## src/rtl/dp_addr_pkg.sv

```systemverilog
package dp_addr_pkg;
  localparam int unsigned DP_W   = 16;
  localparam int unsigned OFS_W  = 8;
  localparam int unsigned BANK_W = 8;

  typedef enum logic [1:0] {
    SEL_NONE = 2'b00,
    SEL_X    = 2'b01,
    SEL_Y    = 2'b10,
    SEL_RSVD = 2'b11
  } idx_sel_e;
endpackage

```

## src/rtl/dp_index_sel.sv

```systemverilog
module dp_index_sel #(
  parameter int unsigned DW = 16,
  parameter int unsigned NW = 8
) (
  input  logic [1:0]    mode_i,
  input  logic [DW-1:0] x_i,
  input  logic [DW-1:0] y_i,
  input  logic          narrow_i,
  output logic [DW-1:0] idx_o
);
  import dp_addr_pkg::*;

  logic [DW-1:0] raw;

  always_comb begin
    unique case (idx_sel_e'(mode_i))
      SEL_X:   raw = x_i;
      SEL_Y:   raw = y_i;
      default: raw = '0;
    endcase
  end

  generate
    if (DW > NW) begin : g_mask
      always_comb begin
        idx_o = raw;
        if (narrow_i) idx_o[DW-1:NW] = '0;
      end
    end else begin : g_pass
      always_comb idx_o = raw;
    end
  endgenerate

  always_comb begin
    if (narrow_i) begin
      AST_NARROW_HIGH_ZERO: assert (idx_o[DW-1:NW] == '0);
    end
  end
endmodule

```

## src/rtl/dp_page_adder.sv

```systemverilog
module dp_page_adder #(
  parameter int unsigned DW = 16,
  parameter int unsigned OW = 8
) (
  input  logic [DW-1:0] dir_i,
  input  logic [OW-1:0] ofs_i,
  input  logic [DW-1:0] idx_i,
  input  logic          emu_i,
  output logic [DW-1:0] sum_o,
  output logic          dl_nz_o
);
  logic [DW-1:0] full_sum;
  logic [OW-1:0] page_sum;
  logic          page_mode;

  always_comb begin
    dl_nz_o   = (dir_i[OW-1:0] != '0);
    full_sum  = dir_i + DW'(ofs_i) + idx_i;
    page_sum  = ofs_i + idx_i[OW-1:0];
    page_mode = emu_i && !dl_nz_o;
    if (page_mode) sum_o = {dir_i[DW-1:OW], page_sum};
    else           sum_o = full_sum;
  end
endmodule

```

## src/rtl/dp_addr_gen.sv

```systemverilog
module dp_addr_gen
  import dp_addr_pkg::*;
#(
  parameter int unsigned DW = DP_W,
  parameter int unsigned OW = OFS_W,
  parameter int unsigned BW = BANK_W
) (
  input  logic           clk,
  input  logic           rst_n,
  input  logic           in_valid,
  input  logic [DW-1:0]  dir,
  input  logic [OW-1:0]  offset,
  input  logic [DW-1:0]  idx_x,
  input  logic [DW-1:0]  idx_y,
  input  logic           emu,
  input  logic           idx_narrow,
  input  logic [1:0]     mode,
  output logic           out_valid,
  output logic [BW+DW-1:0] ea,
  output logic           dl_nonzero
);
  localparam int unsigned AW = BW + DW;

  logic          narrow_eff;
  logic [DW-1:0] idx_val;
  logic [DW-1:0] sum;
  logic          dl_nz;

  logic          vld_d, vld_q;
  logic [AW-1:0] ea_d, ea_q;
  logic          flg_d, flg_q;

  assign narrow_eff = idx_narrow | emu;

  dp_index_sel #(.DW(DW), .NW(OW)) u_idx (
    .mode_i   (mode),
    .x_i      (idx_x),
    .y_i      (idx_y),
    .narrow_i (narrow_eff),
    .idx_o    (idx_val)
  );

  dp_page_adder #(.DW(DW), .OW(OW)) u_add (
    .dir_i   (dir),
    .ofs_i   (offset),
    .idx_i   (idx_val),
    .emu_i   (emu),
    .sum_o   (sum),
    .dl_nz_o (dl_nz)
  );

  always_comb begin
    vld_d = in_valid;
    ea_d  = ea_q;
    flg_d = flg_q;
    if (in_valid) begin
      ea_d  = {{BW{1'b0}}, sum};
      flg_d = dl_nz;
    end
  end

  always_ff @(posedge clk or negedge rst_n) begin
    if (!rst_n) begin
      vld_q <= 1'b0;
      ea_q  <= '0;
      flg_q <= 1'b0;
    end else begin
      vld_q <= vld_d;
      ea_q  <= ea_d;
      flg_q <= flg_d;
    end
  end

  assign out_valid  = vld_q;
  assign ea         = ea_q;
  assign dl_nonzero = flg_q;

  AST_BANK_ZERO: assert property (@(posedge clk) disable iff (!rst_n)
    out_valid |-> ea[AW-1:DW] == '0);
  AST_VALID_LATENCY: assert property (@(posedge clk) disable iff (!rst_n)
    in_valid |=> out_valid);
  AST_IDLE_NO_VALID: assert property (@(posedge clk) disable iff (!rst_n)
    !in_valid |=> !out_valid);
  AST_HOLD_ADDR: assert property (@(posedge clk) disable iff (!rst_n)
    !in_valid |=> ($stable(ea) && $stable(dl_nonzero)));
  AST_PAGE_WRAP: assert property (@(posedge clk) disable iff (!rst_n)
    (in_valid && emu && dir[OW-1:0] == '0) |=> ea[DW-1:OW] == $past(dir[DW-1:OW]));
  AST_DL_FLAG: assert property (@(posedge clk) disable iff (!rst_n)
    in_valid |=> dl_nonzero == ($past(dir[OW-1:0]) != '0));
endmodule

```

## config.mk

```make
export PLATFORM = sky130hd
export DESIGN_NAME = dp_addr_gen
export DESIGN_NICKNAME = d
export VERILOG_FILES = /design/src/rtl/dp_addr_pkg.sv /design/src/rtl/dp_index_sel.sv /design/src/rtl/dp_page_adder.sv /design/src/rtl/dp_addr_gen.sv
export SDC_FILE = /design/constraint.sdc
export NUM_CORES = 1
export LEC_CHECK = 0
export ABC_AREA = 0
export CAP_MARGIN = 25
export CORE_UTILIZATION = 41
export DETAILED_ROUTE_END_ITERATION = 16
export HOLD_SLACK_MARGIN = 0.12
export PLACE_DENSITY = 0.82
export SLEW_MARGIN = 20
export SYNTH_ARGS = -nofsm -noshare
export SYNTH_HDL_FRONTEND = slang
export SYNTH_SLANG_ARGS = --single-unit
```

## constraint.sdc

```tcl
create_clock -name clk -period 0.8 [get_ports clk]
set_input_delay 0.24 -clock clk [delete_from_list [all_inputs] [get_ports clk]]
set_output_delay 0.24 -clock clk [all_outputs]
set_load 0.02 [all_outputs]
```

==> results of run 1 <==
cells in the mapped netlist, drive strengths merged (5+ instances only):
cell type	number	area, um^2
nand3	9	45.0
a22oi	16	120
xnor2	12	105
inv	19	71.3
nor2	39	146
ha	30	375
clkbuf	10	37.5
and3	5	41.3
o21ai	15	75.1
xor2	5	43.8
a21o	7	53.8
fa	10	200
buf	14	98.8
nand2	16	60.1
dfrtp	18	450
a21oi	28	140
cells in the final DEF (no fill, tap or decap), types with 3 or more instances in the layout:
master	netlist	routed
o21ai_2	0	3
clkbuf_8	0	4
nor2_1	39	23
ha_4	0	16
xor2_1	5	4
nor2_4	0	5
nand2_1	16	14
nor2_2	0	11
nand3_1	9	9
inv_1	19	12
buf_8	0	3
buf_2	4	3
buf_12	0	3
a21oi_1	28	13
clkdlybuf4s50_1	0	45
ha_1	30	13
inv_2	0	3
dfrtp_1	18	18
xnor2_1	12	8
and3_1	3	3
a22oi_1	16	6
conb_1	1	8
a22oi_2	0	10
buf_4	9	113
a21oi_2	0	13
fa_1	10	8
o21bai_1	3	3
a21o_1	6	6
dlymetal6s2s_1	0	5
o21ai_1	7	10
buf_6	1	33
or2_4	0	3
o21a_1	4	4
xnor2_2	0	4
what timing repair did:
action / in CTS / in global routing
setup endpoints to repair: 35 / 36
pin swaps: 55 / 37
buffers inserted: 18 / 16
cloned: 0 / 0
resized for setup: 205 / 67
cell families after synthesis:
logic type | Yosys count | synth area share (%)
buffers and inverters | 43 | 8.65
flip-flops | 18 | 18.8
multiplexers | 1 | 0.417
XOR/XNOR | 17 | 6.20
AND/OR/NAND/NOR | 86 | 16.6
AO/OA/AOI/OAI | 92 | 25.2
other | 1 | 0.156
adder cells (fa/ha/maj) | 40 | 24.0
routing by layer:
| metal | share of wire, % | up-vias |
|---|---|---|
| li1 | - | 1443 |
| met1 | 35 | 1582 |
| met2 | 51 | 246 |
| met3 | 6.8 | 88 |
| met4 | 7.1 | 0 |
| met5 | 0 | - |
how the worst max path moves through the flow:
stage | start | end | depth (start not counted)
global route | mode[0] | ea[15]$_DFFE_PN0P_ | 16
detailed placement | mode[1] | ea[15]$_DFFE_PN0P_ | 17
CTS | mode[0] | ea[15]$_DFFE_PN0P_ | 17
global placement | mode[1] | ea[15]$_DFFE_PN0P_ | 17
floorplan | mode[1] | ea[15]$_DFFE_PN0P_ | 17
finish | idx_x[1] | ea[15]$_DFFE_PN0P_ | 15
cell type report:
class,count,area [um^2]
clock buffers,4,55.1
fillers,259,627
inverters,19,96.3
multi-input cells,244,2360
flip-flops and latches,18,450
well taps,72,90.1
repair buffers,210,1900
critical path, cell delays in order:
cell and delay (ns):
clkdlybuf4s15_1 0.24, a22oi_2 0.30, or2_4 0.19, inv_4 0.04, fa_1 0.58, ha_4 0.20, inv_2 0.05, fa_2 0.37
nor2b_4 0.16, o2111ai_4 0.15, a2111oi_4 0.41, a211oi_2 0.10, xnor2_1 0.15, or3_1 0.33, a31oi_1 0.15
registers in the layout, indices dropped and copies added (netlist names):
register	flops
dl_nonzero	1
ea	16
out_valid	1
where the power goes:
part / internal (uW) / switching, uW / leakage, uW
logic: 2580 / 2290 / 0.00201
registers: 1100 / 150 / 0.000208
clock network: 438 / 307 / 0.0000288
total: 4120 / 2750 / 0.00225
metrics by stage:
step           instance area, um^2  hold WS (ns)  utilization, %  power, uW
6_report                      4950         0.325            88.8       6870
5_1_grt                       4950         0.330            88.8       7140
4_1_cts                       4550         0.330            81.7       5920
3_5_place_dp                  4090         0.495            73.3       4630
3_3_place_gp                  4090         0.473            73.3       4520
2_1_floorplan                 2640       -0.0556               -       2890
==> run_results.csv, run 1 <==
group,metric,value,unit
critical_path,r2r-end,"ea[6]$_DFFE_PN0P_",
global_route,grt-busiest-layer,"met2",
clock_network,clock_latency,0.26,ns
critical_path,critPathCaptureType,"register",
global_route,antenna_found_initial,0,
place,pre_cts_slack,-3.28,ns
floorplan,coreArea,5570,um^2
global_route,grt_start_max_net_pins,19,
drt,ant_nets,0,
clock_network,cts_sinks,18,
clock_network,cts_tree,"built",
status,outcome,"finished with violations",
timing,hold_viol,0,
clock_network,clock_tree.root_cell,"clkbuf_8",
floorplan,dieHeight,78.5,um
timing,post-route-period-util,432,%
drt,routed_wl,11.9,mm
synthesis,async_flop_share,100,%
critical_path,worstPathArrival,3.63,ns
global_route,grt.total_usage,31.2,%
global_route,overflow,0,
clock_network,ctsHoldBuffers,0,
place,portBuffers,80,
floorplan,die_area,6160,um^2
critical_path,r2r-start,"ea[6]$_DFFE_PN0P_",
critical_path,critPathKind,"in -> reg",
drt,viasPerCell,5.92,
critical_path,rr_worst_depth,4,
critical_path,start_kind,"input pin",
synthesis,synth_seq_area_share,18.8,%
timing,finalWorstSetupSlack,-2.66,ns
global_route,met2_usage,58.7,%
synthesis,yosys_warnings,0,
power_and_ir_drop,p_leak,0.00225,uW
floorplan,io_pins,89,
critical_path,critPathRequiredTime,0.98,ns
global_route,grtUsageMet3,1.74,%
synthesis,syn_area,2400,um^2
synthesis,synth_top_flop_cell,"dfrtp_1",
timing,slew_viol_final,0,
floorplan,start_util,43.1,%
critical_path,crit_fanout,2,
run,drv_cap,0,
clock_network,ctsHtreeMaxLevel,1,
power_and_ir_drop,powerDensity,1390,nW/um^2
timing,tns,-37.55,ns
timing,rsz0062_at_grt,"yes",
global_route,met1_usage,34.8,%
place,placed_cells,532,
drt,drt_iter0_drc,232,
synthesis,syn_avg_cell_area,8.05,um^2
layout,drive_gt1_share,53.1,%
place,gp_congestion,0.907,
place,post-dp-hpwl,6.70,mm
critical_path,reg2reg_slack,-0.22,ns
layout,fin_cells,567,
timing,clock_skew,0,ns
drt,vias,3359,
layout,syn_to_final_growth,106,%
drt,drtPass1Iterations,5,
timing,setup_viol,35,
global_route,grt_pass1_wl,14.8,mm
status,violations,"negative setup slack",
floorplan,num_rows,27,
layout,num-nets-final,599,
synthesis,syn_inst,298,
hold_path,hold_class,"in -> async",
clock_network,cts_buffers,3,
floorplan,fp.dieW,78.5,um
synthesis,synth_cell_types,47,
drt,drc,0,
synthesis,ys_seq_elements,18,
global_route,grt_pass1_vias,3218,
clock_network,clk_pin_slew,0.07,ns
timing,max_freq,0.289,GHz
drt,wl_per_cell,21.0,um
layout,num_antenna_cells,0,
clock_network,clockBufferDepth,2,
power_and_ir_drop,ir_drop,1270,uV
timing,fin_crit,3.46,ns
synthesis,synth_edf_count,0,
(Power assumes the default switching activity.)
==> inputs of run 2 (changes only) <==
CORE_UTILIZATION = 25   (was 41)
PLACE_DENSITY = 0.56   (was 0.82)
==> run 2 against run 1 <==
The run still ends with negative setup slack left. Global-route usage fell by 15 points. Worst setup slack improved by 0.33 ns. Non-clock buffer count fell by 9. Routed wire length fell by 35%. Die area rose by 62%. Count of clock-buffer cells in the layout fell by 1. Sequential power barely moved. Cell count rose by 8.3%. Total power fell by 15%. Utilization fell by 38 points. Combinational power fell by 18%. Critical path type unchanged.
==> run_results.csv, run 2 (synthesized netlist as in run 1, its figures left out) <==
group,metric,value,unit
layout,num_antenna_cells,0,
critical_path,critPathCaptureType,"register",
timing,rsz0062_at_grt,"yes",
critical_path,worst_path_most_repeated_cell,"inv_2",
timing,hold_viol,0,
timing,clock_skew,0,ns
floorplan,dieHeight,100,um
critical_path,worst-path-buf-inv,3,
timing,fin_crit,3.13,ns
layout,n_fill_cell,918,
global_route,grt_pass1_vias,2779,
floorplan,coreArea,9280,um^2
critical_path,critPathKind,"in -> reg",
layout,num-nets-final,590,
critical_path,critPathRequiredTime,0.97,ns
drt,routed_wl,7.77,mm
place,portBuffers,80,
run,drv_cap,0,
floorplan,die_area,10000,um^2
place,gp_congestion,0.826,
timing,finalWorstSetupSlack,-2.33,ns
hold_path,hold_class,"in -> async",
power_and_ir_drop,ir_drop,579,uV
drt,vias,2761,
floorplan,num_rows,35,
layout,syn_to_final_growth,94.4,%
critical_path,r2r-end,"ea[7]$_DFFE_PN0P_",
clock_network,clk_pin_slew,0.07,ns
drt,wl_per_cell,12.6,um
place,placed_cells,584,
clock_network,cts_buffers,3,
timing,slew_viol_final,0,
drt,drc,0,
global_route,antenna_found_initial,0,
critical_path,cpPeakStageDelay,0.48,ns
drt,viasPerCell,4.50,
timing,setup_viol,35,
clock_network,clock_tree.root_cell,"clkbuf_8",
drt,drtPass1Iterations,4,
floorplan,start_util,25.8,%
critical_path,worst_path_max_delay_cell,"fa_1",
layout,fin_cells,614,
place,post-dp-hpwl,6.66,mm
layout,largest_reg_flops,16,
layout,mostFrequentLayoutCell,"buf_4",
clock_network,cts_sinks,18,
global_route,grt_start_max_net_pins,19,
timing,max_freq,0.320,GHz
floorplan,fp.dieW,100,um
layout,drive_gt1_share,44.9,%
clock_network,ctsHtreeMaxLevel,1,
critical_path,crit_path_start,"mode[0]",
place,pre_cts_slack,-3.22,ns
critical_path,path_cells,"buf_12, ha_4, a22oi_2, or2_4, inv_2, fa_1, ha_2, inv_2, fa_2, nor2b_4, o2111ai_4, a2111oi_4, a211oi_2, xnor2_1, or3_1, a31oi_1",
clock_network,ctsHoldBuffers,0,
critical_path,critPathTopFamily,"adder cells",
global_route,grt_pass1_wl,12.9,mm
drt,ant_nets,0,
layout,final_cell_mix,"108 x buf_4, 44 x clkdlybuf4s50_1, 30 x buf_6",
clock_network,clockBufferDepth,2,
timing,post-route-period-util,391,%
critical_path,start_kind,"input pin",
drt,drt_iter0_drc,89,
critical_path,rr_worst_depth,3,
critical_path,reg2reg_slack,-0.20,ns
floorplan,io_pins,89,
power_and_ir_drop,powerDensity,1250,nW/um^2
critical_path,crit_fanout,4,
critical_path,worstPathArrival,3.29,ns
status,violations,"negative setup slack",
clock_network,clock_latency,0.25,ns
status,outcome,"finished with violations",
critical_path,r2r-start,"ea[7]$_DFFE_PN0P_",
global_route,overflow,0,
power_and_ir_drop,p_leak,0.00217,uW
clock_network,cts_tree,"built",
global_route,grt.total_usage,16.0,%
run 2: cell type report:
cell class | instances | area (um^2) | area share [%]
inverter | 19 | 93.8 | 2.01
multi-input combinational | 244 | 2120 | 45.3
sequential | 18 | 450 | 9.65
tap | 129 | 161 | 3.46
clock buffer | 3 | 41.3 | 0.885
timing repair buffer | 201 | 1800 | 38.6
run 2: report_power, final:
part / switching [uW] / internal [uW] / leakage (uW)
clock network: 272 / 333 / 0.0000216
registers: 133 / 1100 / 0.000208
logic: 1730 / 2260 / 0.00194
run 2: worst max-delay path by stage:
| stage | slack [ns] | end | depth (start not counted) |
|---|---|---|---|
| after global placement | -3.11 | ea[15]$_DFFE_PN0P_ | 17 |
| final | -2.33 | ea[15]$_DFFE_PN0P_ | 16 |
| after CTS | -2.48 | ea[15]$_DFFE_PN0P_ | 17 |
| after detailed placement | -3.22 | ea[15]$_DFFE_PN0P_ | 17 |
| after floorplan | -2.46 | ea[15]$_DFFE_PN0P_ | 17 |
| after global routing | -2.44 | ea[15]$_DFFE_PN0P_ | 16 |
run 2: per-layer routing:
| layer | part of all wire [%] | global-route usage (%) |
|---|---|---|
| met5 | 0 | 0 |
| met4 | 1.1 | 3.34 |
| met3 | 4.8 | 1.39 |
| met2 | 46 | 26.9 |
| met1 | 48 | 22.4 |
run 2: per-stage QoR:
stage / total power [uW] / utilization (%) / setup TNS [ns] / cell area, um^2 / hold slack [ns]
final: 5830 / 50.3 / -32.86 / 4670 / 0.323
after global routing: 6260 / 50.3 / -35.14 / 4670 / 0.343
after global placement: 4560 / 44.4 / -49.02 / 4120 / 0.482
after detailed placement: 4600 / 44.4 / -49.81 / 4120 / 0.482
after CTS: 5660 / 48.3 / -34.29 / 4480 / 0.330
after floorplan: 2890 / - / -29.11 / 2640 / -0.0556
run 2: what timing repair did:
action                                  CTS  global route
gates resized for setup                 183            37
pin swaps                                30            28
setup buffers                            17            13
endpoints found under the setup margin   36            35
run 2: worst register-to-register path, delay by kind of cell (launching register included):
kind / cells / cell delay, ns
flops: 1 / 0.39
buf+inv: 2 / 0.26
compound gates: 1 / 0.24
